[src/rtl/lane_align_pkg.sv]
package lane_align_pkg;

    // Control code that closes every multiframe
    localparam logic [7:0] MF_END_CODE = 8'h7C;

    typedef enum logic [1:0] {
        PH_COLLECT = 2'd0,
        PH_DATA    = 2'd1,
        PH_FAIL    = 2'd2
    } phase_e;

endpackage

[src/rtl/lane_mf_tracker.sv]
module lane_mf_tracker #(
    parameter int OCTET_W  = 8,
    parameter int MF_LEN_W = 9
) (
    input  logic                clk,
    input  logic                rst_n,
    input  logic                clear,
    input  logic [OCTET_W-1:0]  octet,
    input  logic                is_k,
    input  logic [MF_LEN_W-1:0] mf_len,
    output logic                a_hit,
    output logic                on_bnd
);
    import lane_align_pkg::*;

    typedef struct packed {
        logic                started;
        logic [MF_LEN_W-1:0] pos;
    } trk_t;

    trk_t                trk_d, trk_q;
    logic [MF_LEN_W-1:0] last_pos;

    always_comb begin
        last_pos = mf_len - MF_LEN_W'(1);
        a_hit    = is_k && (octet == OCTET_W'(MF_END_CODE));
        on_bnd   = trk_q.started && (trk_q.pos == last_pos);

        trk_d = trk_q;
        if (clear) begin
            trk_d = '0;
        end else if (a_hit) begin
            // every marker re-anchors the lane's multiframe position
            trk_d.started = 1'b1;
            trk_d.pos     = '0;
        end else if (trk_q.started) begin
            trk_d.pos = on_bnd ? '0 : trk_q.pos + MF_LEN_W'(1);
        end
    end

    always_ff @(posedge clk or negedge rst_n) begin
        if (!rst_n) trk_q <= '0;
        else        trk_q <= trk_d;
    end

endmodule

[src/rtl/skew_window.sv]
module skew_window #(
    parameter int MF_LEN_W = 9
) (
    input  logic                clk,
    input  logic                rst_n,
    input  logic                clear,
    input  logic                arm,
    input  logic [MF_LEN_W-1:0] mf_len,
    output logic                expired
);
    typedef struct packed {
        logic                active;
        logic [MF_LEN_W-1:0] cnt;
    } win_t;

    win_t win_d, win_q;

    always_comb begin
        expired = win_q.active && (win_q.cnt >= mf_len);
        win_d   = win_q;
        if (clear) begin
            win_d = '0;
        end else if (win_q.active) begin
            if (win_q.cnt != '1) win_d.cnt = win_q.cnt + MF_LEN_W'(1);
        end else if (arm) begin
            win_d.active = 1'b1;
            win_d.cnt    = MF_LEN_W'(1);
        end
    end

    always_ff @(posedge clk or negedge rst_n) begin
        if (!rst_n) win_q <= '0;
        else        win_q <= win_d;
    end

endmodule

[src/rtl/align_ctrl.sv]
module align_ctrl #(
    parameter int NUM_LANES = 4
) (
    input  logic                 clk,
    input  logic                 rst_n,
    input  logic                 fs_data,
    input  logic [NUM_LANES-1:0] a_hit,
    input  logic [NUM_LANES-1:0] on_bnd,
    input  logic                 expired,
    output logic                 arm,
    output logic                 release_p,
    output logic                 skew_err,
    output logic                 align_err,
    output logic [NUM_LANES-1:0] slip_lanes
);
    import lane_align_pkg::*;

    typedef struct packed {
        phase_e               phase;
        logic [NUM_LANES-1:0] seen;
        logic                 rel;
        logic                 skew_err;
        logic                 align_err;
        logic [NUM_LANES-1:0] slip;
    } ctrl_t;

    ctrl_t                ctl_d, ctl_q;
    logic [NUM_LANES-1:0] seen_nxt;
    logic [NUM_LANES-1:0] bad_lanes;

    always_comb begin
        ctl_d     = ctl_q;
        ctl_d.rel = 1'b0;
        seen_nxt  = ctl_q.seen | a_hit;
        bad_lanes = a_hit & ~on_bnd;
        arm       = fs_data && (ctl_q.phase == PH_COLLECT) &&
                    (ctl_q.seen == '0) && (a_hit != '0);

        if (!fs_data) begin
            ctl_d = '0;
        end else begin
            unique case (ctl_q.phase)
                PH_COLLECT: begin
                    if (expired && (ctl_q.seen != '1)) begin
                        ctl_d.skew_err = 1'b1;
                        ctl_d.phase    = PH_FAIL;
                    end else begin
                        ctl_d.seen = seen_nxt;
                        if (seen_nxt == '1) begin
                            ctl_d.rel   = 1'b1;
                            ctl_d.phase = PH_DATA;
                        end
                    end
                end
                PH_DATA: begin
                    if (bad_lanes != '0) begin
                        ctl_d.align_err = 1'b1;
                        ctl_d.slip      = ctl_q.slip | bad_lanes;
                    end
                end
                default: ; // PH_FAIL holds until frame sync drops
            endcase
        end
    end

    always_ff @(posedge clk or negedge rst_n) begin
        if (!rst_n) ctl_q <= '0;
        else        ctl_q <= ctl_d;
    end

    assign release_p  = ctl_q.rel;
    assign skew_err   = ctl_q.skew_err;
    assign align_err  = ctl_q.align_err;
    assign slip_lanes = ctl_q.slip;

endmodule

[src/rtl/lane_align_monitor.sv]
module lane_align_monitor #(
    parameter int NUM_LANES = 4,
    parameter int OCTET_W   = 8,
    parameter int MF_LEN_W  = 9
) (
    input  logic                           clk,
    input  logic                           rst_n,
    input  logic                           fs_data_i,
    input  logic [NUM_LANES*OCTET_W-1:0]   lane_octet_i,
    input  logic [NUM_LANES-1:0]           lane_is_k_i,
    input  logic [MF_LEN_W-1:0]            mf_len_i,
    output logic                           release_o,
    output logic                           skew_err_o,
    output logic                           align_err_o,
    output logic [NUM_LANES-1:0]           slip_lanes_o
);
    logic [NUM_LANES-1:0] a_hit;
    logic [NUM_LANES-1:0] on_bnd;
    logic                 arm;
    logic                 expired;
    logic                 clear;

    assign clear = !fs_data_i;

    for (genvar g = 0; g < NUM_LANES; g++) begin : g_lane
        lane_mf_tracker #(
            .OCTET_W  (OCTET_W),
            .MF_LEN_W (MF_LEN_W)
        ) u_trk (
            .clk    (clk),
            .rst_n  (rst_n),
            .clear  (clear),
            .octet  (lane_octet_i[g*OCTET_W +: OCTET_W]),
            .is_k   (lane_is_k_i[g]),
            .mf_len (mf_len_i),
            .a_hit  (a_hit[g]),
            .on_bnd (on_bnd[g])
        );
    end

    skew_window #(
        .MF_LEN_W (MF_LEN_W)
    ) u_win (
        .clk     (clk),
        .rst_n   (rst_n),
        .clear   (clear),
        .arm     (arm),
        .mf_len  (mf_len_i),
        .expired (expired)
    );

    align_ctrl #(
        .NUM_LANES (NUM_LANES)
    ) u_ctrl (
        .clk        (clk),
        .rst_n      (rst_n),
        .fs_data    (fs_data_i),
        .a_hit      (a_hit),
        .on_bnd     (on_bnd),
        .expired    (expired),
        .arm        (arm),
        .release_p  (release_o),
        .skew_err   (skew_err_o),
        .align_err  (align_err_o),
        .slip_lanes (slip_lanes_o)
    );

endmodule

[config.mk]
export PLATFORM = sky130hd
export DESIGN_NAME = lane_align_monitor
export DESIGN_NICKNAME = d
export VERILOG_FILES = /design/src/rtl/lane_align_pkg.sv /design/src/rtl/lane_mf_tracker.sv /design/src/rtl/skew_window.sv /design/src/rtl/align_ctrl.sv /design/src/rtl/lane_align_monitor.sv
export SDC_FILE = /design/constraint.sdc
export NUM_CORES = 1
export LEC_CHECK = 0
export ABC_AREA = 1
export BUFFER_PORTS_ARGS = -buffer_cell sky130_fd_sc_hd__buf_4
export CAP_MARGIN = 20
export CELL_PAD_IN_SITES_DETAIL_PLACEMENT = 1
export CELL_PAD_IN_SITES_GLOBAL_PLACEMENT = 1
export CORE_ASPECT_RATIO = 0.6
export CORE_MARGIN = 5
export CORE_UTILIZATION = 31
export DETAILED_ROUTE_END_ITERATION = 16
export PLACE_DENSITY_LB_ADDON = 0.1
export SLEW_MARGIN = 0
export SYNTH_ARGS = -nofsm -noshare
export SYNTH_HDL_FRONTEND = slang
export SYNTH_SLANG_ARGS = --single-unit
[constraint.sdc]
create_clock -name clk -period 4.1 [get_ports clk]
set_input_delay 0.82 -clock clk [delete_from_list [all_inputs] [get_ports clk]]
set_output_delay 0.82 -clock clk [all_outputs]
set_load 0.02 [all_outputs]
==> run_results.csv <==
group,metric,value,unit
yosys,synth_top_cell_area_share,0.3404,
sta,tns,0,ns
yosys,ys_warn_count,0,
placement,gp_congestion,0.9087,
global_route,grt_pass1_vias,4848,
clock_tree,path_clk_slew,0.06,ns
status,status,"finished clean",
yosys,yosysSeqAreaShare,0.3404,
yosys,synth_top_area_cell,"dfrtp_1",
clock_tree,post-cts-setup-buffer-count,0,
yosys,syn_avg_cell_area,6.883,um2
yosys,ys_seq_elements,63,
global_route,grt_max_degree,64,
floorplanning,dieArea,17570,um2
sta,finalHoldViolCount,0,
critical_path,crit_required,4.34,ns
global_route,antenna_found_initial,0,
detailed_routing,wirelength,16.37,mm
clock_tree,cts_sinks,63,
yosys,synth_area_leaders,"dfrtp_1 34%, nand2_1 14%, nand3_1 8.2%",
critical_path,r2r.worst_path.cells,13,
global_route,overflow,0,
clock_tree,cts_tree,"built",
clock_tree,cts_buffer_depth,2,
cells_and_area,fillers,1876,
clock_tree,root_buffer,"clkbuf_16",
critical_path,arrival,3.05,ns
sta,period_share,0.6852,
sta,max_freq,355.9,MHz
yosys,synth_area,4632,um2
detailed_routing,first_pass_iters,4,
pwr,power.leakage,0.002659,uW
global_route,grt_pass1_wl,26.46,mm
sta,fin_crit,2.809,ns
job,cap_viol_max_count,0,
clock_tree,cts_hold_buf,0,
detailed_routing,viasPerCell,5.017,
cells_and_area,layout-drive-gt1-share,0.1510,
floorplanning,io-pin-count,55,
sta,maxSlewHeadroom,0.4062,
floorplanning,die_h,104.7,um
clock_tree,clock_latency,0.34,ns
pwr,ir_drop,0.1566,mV
yosys,syn_inst,673,
sta,drv_slew,0,
placement,numPortBuffers,54,
cells_and_area,nets,794,
yosys,synth.distinct_cells,36,
floorplanning,initial_core_util,0.3184,
hold_path,hp-class,"reg -> reg",
yosys,syn_nets,737,
hold_path,min_from,"u_ctrl.slip_lanes[3]",
detailed_routing,num_vias,4681,
sta,holdWs,0.5178,ns
clock_tree,cts_buffers,9,
critical_path,worst_setup_path_start_kind,"primary input",
pwr,cellPowerDensity,295.9,nW/um2
critical_path,cp_max_fo,8,
cells_and_area,syn_to_final_growth,19.99,%
floorplanning,core,14550,um2
clock_tree,cts_resized,0,
floorplanning,fp-row-count,34,
pwr,power.total,1645,uW
clock_tree,htree_levels,3,
cells_and_area,n_antenna_cell,0,
placement,place_hpwl,13.13,mm
critical_path,crit_path_end_kind,"flop",
critical_path,regToRegSetupSlack,1.77,ns
sta,rsz0062_at_grt,"no",
global_route,track_usage,0.1887,
detailed_routing,drt-initial-drc-count,213,
critical_path,path_class,"in -> reg",
critical_path,r2r_end,"u_win.win_q[3]",
detailed_routing,wl_per_cell,17.54,um
cells_and_area,stdcell_count,933,
detailed_routing,ant_nets,0,
critical_path,r2r_start,"u_win.win_q[0]",
hold_path,min_to,"u_ctrl.slip_lanes[3]",
detailed_routing,remaining_drc_errors,0,
floorplanning,die_w,167.8,um
cells_and_area,register_area,1577,um2
placement,dp_cells,917,
sta,setup_violations,0,
sta,worst_pin_slew,0.8907,ns
sta,fin_worst_skew,0.01160,ns
hold_path,hold_depth,2,
cells_and_area,multiInputGateArea,2614,um2
## area by class of cell
| cell class | count | share of cell area |
|---|---|---|
| clock buffers | 11 | 0.04367 |
| clock inverters | 5 | 0.01463 |
| inverters | 102 | 0.06889 |
| multi-input cells | 499 | 0.4703 |
| flip-flops and latches | 63 | 0.2837 |
| well taps | 198 | 0.04457 |
| repair buffers | 55 | 0.07429 |
## critical path, cell delays in order
cell and delay, ns:
buf_4 0.16, inv_2 0.13, ha_1 0.36, nand2_4 0.13, nor2_4 0.15, nand3_2 0.16
nand2_2 0.15, inv_2 0.07, nand2_1 0.06, nand2_1 0.06, nor2_1 0.15, nand4_1 0.15
nand2_1 0.15, nand3_1 0.12, nand2_1 0.08, nand2_1 0.05, nand2_1 0.05, inv_1 0.04
## routing by layer
metal	global-route usage	vias up	wire length (um)
met5	0	-	0
met4	0.03358	0	118
met3	0.04377	11	910
met2	0.2683	92	6584
met1	0.2916	2267	8754
li1	-	2311	-
## placed cells by master (no fill, tap or decap), types with 13 or more instances in the layout
cell     count
nor2_1      63
nand2_1    173
ha_1        16
a21oi_1     30
dfrtp_1     63
nand3_1     76
nand4_1     17
xor2_1      13
o21ai_0     26
inv_1       97
o22ai_1     18
buf_4       55
## sequential cells by signal, indices dropped and copies added, names as in the netlist
signal and flops:
g_lane.u_trk.trk_q 40, u_ctrl.align_err 1, u_ctrl.ctl_q 6, u_ctrl.release_p 1, u_ctrl.skew_err 1, u_ctrl.slip_lanes 4, u_win.win_q 10
## how the worst max path moves through the flow
stage | from | to
after global routing | mf_len_i[0] | u_ctrl.align_err
after detailed placement | mf_len_i[0] | u_ctrl.align_err
after CTS | mf_len_i[0] | u_ctrl.align_err
after floorplan | mf_len_i[0] | u_ctrl.align_err
final | mf_len_i[0] | u_ctrl.align_err
after global placement | mf_len_i[0] | u_ctrl.align_err
## power by group
part | total (uW) | internal, uW | switching [uW]
combinational | 177 | 60.2 | 117
clock | 845 | 549 | 296
sequential | 623 | 622 | 0.581
## Yosys cell counts
cell / number
nand2_1: 173
inv_1: 97
nand3_1: 76
dfrtp_1: 63
nor2_1: 63
a21oi_1: 30
o21ai_0: 26
o22ai_1: 18
nand4_1: 17
ha_1: 16
xor2_1: 13
nand2_2: 10
nor3_1: 9
nor2_4: 7
nand3b_1: 6
nor2_2: 6
inv_2: 5
buf_4: 4
nor4_1: 4
o211ai_1: 4
nand2_4: 3
nand3_2: 3
xnor2_1: 3
buf_2: 2
clkbuf_1: 2
nand3_4: 2
or2_2: 2
a21o_1: 1
and2_1: 1
buf_6: 1
nand4_2: 1
o21ai_1: 1
o21ai_2: 1
o21ai_4: 1
o21bai_1: 1
o32ai_1: 1
## through the flow
stage / instance area, um2 / setup WS (ns) / util
2_1_floorplan: 4632 / 1.436 / -
6_report: 5558 / 1.291 / 0.3820
5_1_grt: 5558 / 1.117 / 0.3820
4_1_cts: 5558 / 1.296 / 0.3820
3_5_place_dp: 5234 / 0.9389 / 0.3597
3_3_place_gp: 5234 / 1.053 / 0.3597
## cells by family (layout without fill, tap and decap cells)
| kind of cell | Yosys count | after routing | share of synthesized area |
|---|---|---|---|
| AO/OA/AOI/OAI | 84 | 84 | 0.1029 |
| adder cells (fa/ha/maj) | 16 | 16 | 0.04322 |
| flip-flops | 63 | 63 | 0.3404 |
| buffers and inverters | 111 | 173 | 0.09536 |
| AND/OR/NAND/NOR | 383 | 383 | 0.3879 |
| XOR/XNOR | 16 | 16 | 0.03026 |
(Power assumes the default switching activity.)
